**config.mk**
```make
export PLATFORM = sky130hd
export DESIGN_NAME = lq_order_check
export DESIGN_NICKNAME = d
export VERILOG_FILES = /design/src/rtl/lq_pkg.sv /design/src/rtl/lq_free_pick.sv /design/src/rtl/lq_oldest_match.sv /design/src/rtl/lq_viol_rec.sv /design/src/rtl/lq_order_check.sv
export SDC_FILE = /design/constraint.sdc
export NUM_CORES = 2
export LEC_CHECK = 0
export BUFFER_PORTS_ARGS = -buffer_cell sky130_fd_sc_hd__buf_2
export CAP_MARGIN = 10
export CORE_MARGIN = 2
export CORE_UTILIZATION = 30
export DETAILED_ROUTE_END_ITERATION = 10
export GPL_TIMING_DRIVEN = 0
export PLACE_DENSITY = 0.52
export RECOVER_POWER = 50
export SYNTH_ARGS = -nofsm -noshare
export SYNTH_HDL_FRONTEND = slang
export SYNTH_SLANG_ARGS = --single-unit
export TNS_END_PERCENT = 5
```
**constraint.sdc**
```tcl
create_clock -name clk -period 43.5 [get_ports clk]
set_input_delay 2.175 -clock clk [delete_from_list [all_inputs] [get_ports clk]]
set_output_delay 2.175 -clock clk [all_outputs]
set_load 0.01 [all_outputs]
```
**src/rtl/lq_pkg.sv**
```systemverilog
package lq_pkg;

    // Violator record states
    typedef enum logic {
        REC_EMPTY = 1'b0,
        REC_HELD  = 1'b1
    } rec_state_e;

endpackage

```
**src/rtl/lq_free_pick.sv**
```systemverilog
module lq_free_pick #(
    parameter int DEPTH = 8,
    parameter int IDX_W = 3
) (
    input  logic [DEPTH-1:0] busy,
    output logic [IDX_W-1:0] pick,
    output logic             none_free
);

    // Lowest-numbered free slot wins; scan from the top so the last write sticks.
    always_comb begin
        pick      = '0;
        none_free = 1'b1;
        for (int i = DEPTH - 1; i >= 0; i--) begin
            if (!busy[i]) begin
                pick      = IDX_W'(i);
                none_free = 1'b0;
            end
        end
    end

endmodule

```
**src/rtl/lq_oldest_match.sv**
```systemverilog
module lq_oldest_match #(
    parameter int DEPTH        = 8,
    parameter int IDX_W        = 3,
    parameter int SEQ_W        = 16,
    parameter int ADDR_W       = 32,
    parameter int REGION_SHIFT = 8
) (
    input  logic [DEPTH-1:0]  slot_busy,
    input  logic [DEPTH-1:0]  slot_addr_ok,
    input  logic [SEQ_W-1:0]  slot_seq  [DEPTH],
    input  logic [ADDR_W-1:0] slot_addr [DEPTH],
    input  logic [SEQ_W-1:0]  st_seq,
    input  logic [ADDR_W-1:0] st_addr,
    output logic              hit,
    output logic [IDX_W-1:0]  hit_idx,
    output logic [SEQ_W-1:0]  hit_seq
);

    logic [DEPTH-1:0]  cand;
    logic [ADDR_W-1:0] st_region;

    assign st_region = st_addr >> REGION_SHIFT;

    // Per-slot candidate: executed, same age or younger, same coarse region
    for (genvar g = 0; g < DEPTH; g++) begin : g_cand
        assign cand[g] = slot_busy[g] && slot_addr_ok[g] &&
                         (slot_seq[g] >= st_seq) &&
                         ((slot_addr[g] >> REGION_SHIFT) == st_region);
    end

    // Oldest candidate by sequence number
    always_comb begin
        hit     = 1'b0;
        hit_idx = '0;
        hit_seq = '0;
        for (int i = 0; i < DEPTH; i++) begin
            if (cand[i] && (!hit || (slot_seq[i] < hit_seq))) begin
                hit     = 1'b1;
                hit_idx = IDX_W'(i);
                hit_seq = slot_seq[i];
            end
        end
    end

endmodule

```
**src/rtl/lq_viol_rec.sv**
```systemverilog
module lq_viol_rec
    import lq_pkg::*;
#(
    parameter int IDX_W = 3,
    parameter int SEQ_W = 16,
    parameter int CNT_W = 16
) (
    input  logic             clk,
    input  logic             rst_n,
    input  logic             st_valid,
    input  logic             hit,
    input  logic [IDX_W-1:0] hit_idx,
    input  logic [SEQ_W-1:0] hit_seq,
    input  logic             rd_viol,
    output logic             viol_valid,
    output logic [IDX_W-1:0] viol_idx,
    output logic [SEQ_W-1:0] viol_seq,
    output logic             st_fault,
    output logic [CNT_W-1:0] viol_count
);

    rec_state_e state_q, state_d;
    logic       capture;

    // Search only runs when nothing is held at the start of the cycle
    assign capture = (state_q == REC_EMPTY) && st_valid && hit;

    always_ff @(posedge clk) begin
        if (!rst_n) state_q <= REC_EMPTY;
        else        state_q <= state_d;
    end

    always_comb begin
        state_d = state_q;
        unique case (state_q)
            REC_EMPTY: if (capture) state_d = REC_HELD;
            REC_HELD:  if (rd_viol) state_d = REC_EMPTY;
            default:   state_d = REC_EMPTY;
        endcase
    end

    always_ff @(posedge clk) begin
        if (!rst_n) begin
            st_fault   <= 1'b0;
            viol_idx   <= '0;
            viol_seq   <= '0;
            viol_count <= '0;
        end else begin
            st_fault <= capture;
            if (capture) begin
                viol_idx   <= hit_idx;
                viol_seq   <= hit_seq;
                viol_count <= viol_count + 1'b1;
            end
        end
    end

    assign viol_valid = (state_q == REC_HELD);


    fault_holds_rec_chk: assert property (@(posedge clk) disable iff (!rst_n)
        st_fault |-> viol_valid && (viol_count == $past(viol_count) + 1'b1));


    held_no_search_chk: assert property (@(posedge clk) disable iff (!rst_n)
        (viol_valid && !rd_viol) |=> !st_fault && $stable(viol_count) &&
                                     $stable(viol_idx) && viol_valid);


    read_clears_chk: assert property (@(posedge clk) disable iff (!rst_n)
        (viol_valid && rd_viol) |=> !viol_valid && !st_fault);

endmodule

```
**src/rtl/lq_order_check.sv**
```systemverilog
module lq_order_check #(
    parameter int DEPTH        = 8,
    parameter int SEQ_W        = 16,
    parameter int ADDR_W       = 32,
    parameter int REGION_SHIFT = 8,
    parameter int CNT_W        = 16,
    localparam int IDX_W       = (DEPTH > 1) ? $clog2(DEPTH) : 1
) (
    input  logic              clk,
    input  logic              rst_n,
    input  logic              alloc_valid,
    input  logic [SEQ_W-1:0]  alloc_seq,
    output logic [IDX_W-1:0]  alloc_idx,
    output logic              lq_full,
    input  logic              exec_valid,
    input  logic [IDX_W-1:0]  exec_idx,
    input  logic [ADDR_W-1:0] exec_addr,
    input  logic              st_valid,
    input  logic [SEQ_W-1:0]  st_seq,
    input  logic [ADDR_W-1:0] st_addr,
    output logic              st_fault,
    input  logic              commit_valid,
    input  logic [SEQ_W-1:0]  commit_seq,
    input  logic              squash_valid,
    input  logic [SEQ_W-1:0]  squash_seq,
    input  logic              blk_set,
    input  logic [SEQ_W-1:0]  blk_seq,
    output logic              load_blocked,
    input  logic              rd_viol,
    output logic              viol_valid,
    output logic [IDX_W-1:0]  viol_idx,
    output logic [SEQ_W-1:0]  viol_seq,
    output logic [CNT_W-1:0]  viol_count
);

    logic [DEPTH-1:0]  busy_q;
    logic [DEPTH-1:0]  addr_ok_q;
    logic [SEQ_W-1:0]  seq_q  [DEPTH];
    logic [ADDR_W-1:0] addr_q [DEPTH];
    logic              alloc_fire;
    logic              m_hit;
    logic [IDX_W-1:0]  m_idx;
    logic [SEQ_W-1:0]  m_seq;
    logic [SEQ_W-1:0]  blk_seq_q;

    lq_free_pick #(.DEPTH(DEPTH), .IDX_W(IDX_W)) u_pick (
        .busy      (busy_q),
        .pick      (alloc_idx),
        .none_free (lq_full)
    );

    assign alloc_fire = alloc_valid && !lq_full && !squash_valid;

    // Slot storage: allocate, release on commit or squash, address on execute
    for (genvar g = 0; g < DEPTH; g++) begin : g_slot
        logic take, drop;
        assign take = alloc_fire && (alloc_idx == IDX_W'(g));
        assign drop = busy_q[g] &&
                      ((commit_valid && (seq_q[g] <= commit_seq)) ||
                       (squash_valid && (seq_q[g] >  squash_seq)));

        always_ff @(posedge clk) begin
            if (!rst_n) begin
                busy_q[g]    <= 1'b0;
                addr_ok_q[g] <= 1'b0;
                seq_q[g]     <= '0;
                addr_q[g]    <= '0;
            end else if (take) begin
                busy_q[g]    <= 1'b1;
                addr_ok_q[g] <= 1'b0;
                seq_q[g]     <= alloc_seq;
            end else if (drop) begin
                busy_q[g]    <= 1'b0;
                addr_ok_q[g] <= 1'b0;
            end else if (exec_valid && busy_q[g] && (exec_idx == IDX_W'(g))) begin
                addr_ok_q[g] <= 1'b1;
                addr_q[g]    <= exec_addr;
            end
        end
    end

    lq_oldest_match #(
        .DEPTH(DEPTH), .IDX_W(IDX_W), .SEQ_W(SEQ_W),
        .ADDR_W(ADDR_W), .REGION_SHIFT(REGION_SHIFT)
    ) u_match (
        .slot_busy    (busy_q),
        .slot_addr_ok (addr_ok_q),
        .slot_seq     (seq_q),
        .slot_addr    (addr_q),
        .st_seq       (st_seq),
        .st_addr      (st_addr),
        .hit          (m_hit),
        .hit_idx      (m_idx),
        .hit_seq      (m_seq)
    );

    lq_viol_rec #(.IDX_W(IDX_W), .SEQ_W(SEQ_W), .CNT_W(CNT_W)) u_rec (
        .clk        (clk),
        .rst_n      (rst_n),
        .st_valid   (st_valid),
        .hit        (m_hit),
        .hit_idx    (m_idx),
        .hit_seq    (m_seq),
        .rd_viol    (rd_viol),
        .viol_valid (viol_valid),
        .viol_idx   (viol_idx),
        .viol_seq   (viol_seq),
        .st_fault   (st_fault),
        .viol_count (viol_count)
    );

    // Blocked-load flag
    always_ff @(posedge clk) begin
        if (!rst_n) begin
            load_blocked <= 1'b0;
            blk_seq_q    <= '0;
        end else if (blk_set) begin
            load_blocked <= 1'b1;
            blk_seq_q    <= blk_seq;
        end else if (squash_valid && load_blocked && (squash_seq < blk_seq_q)) begin
            load_blocked <= 1'b0;
        end
    end


    alloc_lands_chk: assert property (@(posedge clk) disable iff (!rst_n)
        alloc_fire |=> busy_q[$past(alloc_idx)] &&
                       (seq_q[$past(alloc_idx)] == $past(alloc_seq)));


    blk_release_chk: assert property (@(posedge clk) disable iff (!rst_n)
        (squash_valid && !blk_set && load_blocked && (squash_seq < blk_seq_q))
            |=> !load_blocked);

endmodule

```
# --- Yosys cells after proc, flatten, opt, wreduce, memory -nomap -nowiden ---
# Index checks and enable logic that the tools add are counted.
totals:
  ff_bits: 454
  in_bits: 156
  out_inout_bits: 42
  word_cells: 308
op_classes:
  add_sub_neg: 1
  magnitude_cmp: 32
  n_eq_ne: 22
  n_mux: 60
  bitwise_logic: 18
  n_reduce_logical: 136
op_table:
  columns: ["operator", "count"]
  rows:
  - ["$eq 24x24->1", 8]
  - ["$ge 16x16->1", 8]
  - ["$gt 16x16->1", 8]
  - ["$le 16x16->1", 8]
  - ["$lt 16x16->1", 8]
  - ["$mux 16", 8]
  - ["$logic_and 1x1->1", 85]
  - ["$mux 3", 14]
  - ["$mux 1", 37]
  - ["$eq 3x3->1 const B", 8]
  - ["$reduce_and 3->1", 8]
  - ["$reduce_or 3->1", 8]
  - ["$not 1->1", 18]
  - ["$reduce_bool 2->1", 9]
  - ["$add 16x1->16 const B", 1]
  - ["$logic_or 1x1->1", 15]
  - ["$eq 3x2->1 const B", 4]
  - ["$logic_not 1->1", 9]
  - ["$eq 3x1->1 const B", 2]
  - ["$logic_not 3->1", 2]
  - ["$pmux 1 s2", 1]

# --- Longest topological paths before layout ---
depth:
  word_depth: 35
  mapped_depth: 94
  depth_no_buf: 82

# --- Hierarchy ---
# A second synthesis with hierarchy kept.
hier_totals:
  cells_unflattened: 3726
  hier_area_um2: 32570.0
modules_own_cells:
  columns: ["mod", "instances", "cells_each", "area_per_inst_um2", "seq_area_each_um2"]
  rows:
  - ["lq_order_check", 1, 2340, 21519.4, 8348.0]
  - ["lq_oldest_match", 1, 1200, 9525.4, 0.0]
  - ["lq_viol_rec", 1, 173, 1450.1, 740.7]
  - ["lq_free_pick", 1, 13, 75.1, 0.0]

# --- Least setup slack after synthesis ---
# No wires, ideal clock.
synth_path:
  kind: "in2reg"
  startpoint: "input st_addr[15]"
  endpoint: "register u_rec.viol_seq[10]"
  setup_ns: 0.074
  t_arrival_ns: 19.411
  required_ns: 43.426
  path_slack_ns: 24.014
  cell_stages: 88
  n_path_buf: 11
  cell_sequence: "clkbuf_1 -> xor2_1 -> or4b_1 -> or4_4 -> nor2_2 -> clkbuf_1 -> nand2_1 -> ha_1 -> a211oi_1 -> nor2_1 -> o31ai_1 -> o211ai_1 -> nand2b_1 -> a21oi_1 -> clkbuf_1 -> nand2_1 -> o21ai_0 -> inv_1 -> [... 52 more ...] -> a21oi_1 -> a211oi_2 -> buf_6 -> mux2i_1 -> ha_1 -> a21o_1 -> a21oi_1 -> nor2b_1 -> o21ai_0 -> nand2b_1 -> a21oi_1 -> o211ai_1 -> a21oi_1 -> or2_1 -> buf_2 -> buf_2 -> nand3_1 -> a31oi_1"
synth_between:
  elab_chain_len: 32
  elab_cells_between_ends: 61
  cone_classes: "order compare: 7; eq/ne: 8; mux: 16; reduce/logical: 30"
synth_lines:
  columns: ["element", "line_no", "rtl"]
  rows:
  - ["from (decl)", "lq_order_check.sv:20", "input logic [ADDR_W-1:0] st_addr,"]
  - ["$eq 24x24->1", "lq_oldest_match.sv:28", "((slot_addr[g] >> REGION_SHIFT) == st_region);"]
  - ["$logic_and 1x1->1", "lq_oldest_match.sv:27", "(slot_seq[g] >= st_seq) &&"]
  - ["$mux 16 / $mux 1 (equally long branches)", "lq_oldest_match.sv:37", "if (cand[i] && (!hit || (slot_seq[i] < hit_seq))) begin"]
  - ["$lt 16x16->1 / $logic_not 1->1 (equally long branches)", "lq_oldest_match.sv:37", null]
  - ["$logic_or 1x1->1", "lq_oldest_match.sv:37", null]
  - ["$logic_and 1x1->1", "lq_oldest_match.sv:37", null]
  - ["$mux 16 / $mux 1 (equally long branches)", "lq_oldest_match.sv:37", null]
  - ["$lt 16x16->1 / $logic_not 1->1 (equally long branches)", "lq_oldest_match.sv:37", null]
  - ["[... 16 more ...]", null, null]
  - ["$logic_or 1x1->1", "lq_oldest_match.sv:37", null]
  - ["$logic_and 1x1->1", "lq_oldest_match.sv:37", null]
  - ["$mux 16 / $mux 1 (equally long branches)", "lq_oldest_match.sv:37", null]
  - ["$lt 16x16->1 / $logic_not 1->1 (equally long branches)", "lq_oldest_match.sv:37", null]
  - ["$logic_or 1x1->1", "lq_oldest_match.sv:37", null]
  - ["$logic_and 1x1->1", "lq_oldest_match.sv:37", null]
  - ["$mux 1", "lq_oldest_match.sv:37", null]
  - ["$logic_and 1x1->1", "lq_viol_rec.sv:26", "assign capture = (state_q == REC_EMPTY) && st_valid && hit;"]
  - ["to (signal assigned)", "lq_viol_rec.sv:52", "viol_seq <= hit_seq;"]
  - ["to (decl)", "lq_viol_rec.sv:17", "output logic [SEQ_W-1:0] viol_seq,"]
# Several ways; a longest one is shown, not always the timed one.
# A chain may end at the register's enable or synchronous reset.

# --- Final worst setup path ---
layout_path:
  startpoint: "input st_addr[15]"
  endpoint: "register u_rec.viol_seq[0]"
# Same word-level chain as after synthesis.

==> reports/metrics.cfg <==
[outcome]
status=complete, but fails checks
violations=capacitance limit, slew limit

[yosys]
muxShareOfSynthArea_pct=9.98
synth_area_leader_cell=dfxtp_1
yosys_warnings=0
synth-main-ff-cell=dfxtp_1
async_flop_share_pct=0
synth_xor_xnor_area_share_pct=5.59
syn-cell-area_mm2=0.0312
synth_top_area_share_pct=25.1
synth-edff-count=0
synthCells=3570
yosys.area_share.simple_pct=19.0
avgSynthCellArea_um2=8.73
synth_top_family_by_area=adder cells
yosysUniqueCellTypes=86
synth_fa_ha_area_share_pct=20.3
synthTopCellsByArea=dfxtp_1 25%, ha_1 20%, mux2i_1 9.8%
syn-num-nets=4231
synth-compound-area-share_pct=15.7
ys_ff_latch=390
synth-seq-area-share_pct=25.1

[global_routing]
grt_pass1_vias=25440
antenna_found_initial=6
grt_overflow=0
grt_pass1_wl_um=175000
grt_max_degree=17
grt_use_total_pct=22.1

[timing]
clock.fmax_ghz=0.0413
slew_viol_final=20
final_hold_viol_count=0
slew_headroom_pct=-20.9
rsz0062_at_grt=no
setup_viol=0
worstMarginPinSlew_ns=1.81
period_minus_slack_ns=24.23
fin_crit_sh_pct=55.7
hold_ws_ns=0.468
fin_skew_ns=0.0821
timing.setup.tns_ns=0

[placed_design]
dp.cells=5091
dp_hpwl_um=97900
place.gp.congestion=0.937
port_buffers=139

[setup_path]
cp_num_buf_inv=17
crit_type=primary input to flop
critical_path.endpoint_type=flop
crit_family=compound AO/OA/AOI/OAI gates
max_stage_delay_ns=0.77
path_max_fanout=10
cp.arrival_ns=24.70
start_kind=primary input
crit_slowest_cell=a2111oi_0
required_ns=43.97

[detailed_routing]
final_antenna_net_count=0
vias=26843
topRoutingLayerUsed=met5
routed_via_density=5.18
wire_per_inst_um=23.3
wl_met1_um=55200
firstDrtPassIters=5
drt_wl_total_um=121000
drc=0
wl_met3_um=6790
drt_iter0_markers=2068
met2_length_um=55300

[power_and_ir_drop]
p_sw_mw=0.259
combPwrFrac_pct=11.4
sw_frac_of_total_pct=28.7
vdd_drop_max_mv=0.0315
p_int_mw=0.643
power_density_mw_per_mm2=25.6
power.leakage_nw=15.8
clkPwrFrac_pct=48.5
seqPwrFrac_pct=40.1

[clock_tree]
cts.sinks=390
htree_levels=2
cts_setup_buffers=0
numCtsBuffers=50
path_clk_slew_ns=0.06
root_buffer=clkbuf_16
cts_repair_resize_count=0
ctsHoldBuffers=0
cts_tree=built
clock_path_buffers=3
clk_latency_ns=0.66

[floorplan]
ios=198
die_h_um=326
core_mm2=0.103
die_w_um=326
fp.dieArea_mm2=0.106
start_util_pct=30.2
std_cell_rows=118

[cells_and_area]
fin_nets=4424
syn2layout_area_growth_pct=13.2
drive_gt1_share_pct=7.00
layout.cells.non_filler=5185
post-route-util_pct=34.2

[job]
drv_cap=2

[worst_hold_path]
min_path_type=flop to flop

flip-flops by register name (all words and copies together), names as in the netlist, 3 cells and up:
| signal | count |
|---|---|
| addr_q | 192 |
| seq_q | 128 |
| blk_seq_q | 16 |
| u_rec.viol_count | 16 |
| u_rec.viol_seq | 16 |
| addr_ok_q | 8 |
| busy_q | 8 |
| u_rec.viol_idx | 3 |
metal layers:
layer  track usage, %  vias up
li1                 -    13224
met1             29.8    12648
met2             36.7      793
met3             2.89      174
met4             6.66        4
met5                0        -
cells in the final DEF, fill, tap and decap left out, types with 32 or more instances in the layout:
master,instances
ha_1,505
dfxtp_1,390
nand2_1,332
mux2i_1,304
nor2b_1,274
clkbuf_1,187
inv_1,166
o21ai_0,158
a21oi_1,149
xor2_1,130
buf_2,110
nand4_1,96
a21o_1,92
nor2_1,80
xnor2_1,69
nand2b_1,64
a21boi_0,59
nand3_1,57
o21a_1,56
a211oi_1,51
clkbuf_16,50
nor4_1,49
nor3_1,32
metrics by stage:
stage,area [µm²],setup slack [ns],power [mW]
global route,35300,17.57,0.930
detailed placement,33600,19.01,0.472
finish,35300,19.27,0.902
floorplan,31200,24.01,0.425
CTS,35300,19.56,0.910
global placement,33600,18.61,0.472
worst reg2reg max path, delay by kind of cell, from the launching register on:
kind / cells / cell delay, ns
buffers and inverters: 16 / 4.25
AO/OA/AOI/OAI: 43 / 9.96
multiplexers: 1 / 0.26
adder cells (fa/ha/maj): 8 / 2.28
AND/OR/NAND/NOR: 23 / 5.15
flip-flops: 1 / 0.41
path summary, 6_finish.rpt:
path	from	end	slack, ns	cells past startpoint
worst max-delay path	st_addr[15]	u_rec.viol_seq[0]	19.27	90
worst min-delay path	addr_q[84]	addr_q[84]	0.47	2
worst max register to register	seq_q[126]	u_rec.viol_seq[0]	21.00	91
worst min register to register	addr_q[84]	addr_q[84]	0.47	2
power groups by stage:
stage          clock, mW  combinational, mW  sequential [mW]
2_1_floorplan          0             0.0570            0.368
3_3_place_gp           0              0.102            0.370
3_5_place_dp           0              0.102            0.370
4_1_cts            0.445              0.103            0.362
5_1_grt            0.457              0.111            0.362
6_report           0.437              0.103            0.362
final cells by class:
type,count,area (µm²)
repair buffers,141,652
plain buffers,170,728
inverters,167,627
multi-input cells,2843,22000
clock buffers,67,1400
well taps,1380,1730
fillers,10868,67900
clock inverters,24,308
diodes,3,7.51
flip-flops and latches,390,7810
cell usage after synthesis (all sizes together), types with 21 or more instances:
cell type,n
o21a,56
nor4,51
and2,21
nor3,33
a21boi,64
nand2,332
nor2,81
o21ai,162
inv,166
nand3,57
mux2i,304
nor2b,274
nand2b,64
nand4,97
or2,21
xnor2,69
a21oi,149
o31ai,22
dfxtp,390
a31oi,28
buf,36
clkbuf,134
a211oi,52
xor2,130
a21o,92
o211ai,27
ha,505
cell families after synthesis:
group,count (synthesis)
fa+ha+maj,505
xor+xnor,199
buf+inv,337
simple gates,1109
mux,310
flops,390
compound gates,720
No activity file was read; power rests on OpenSTA's default activity.
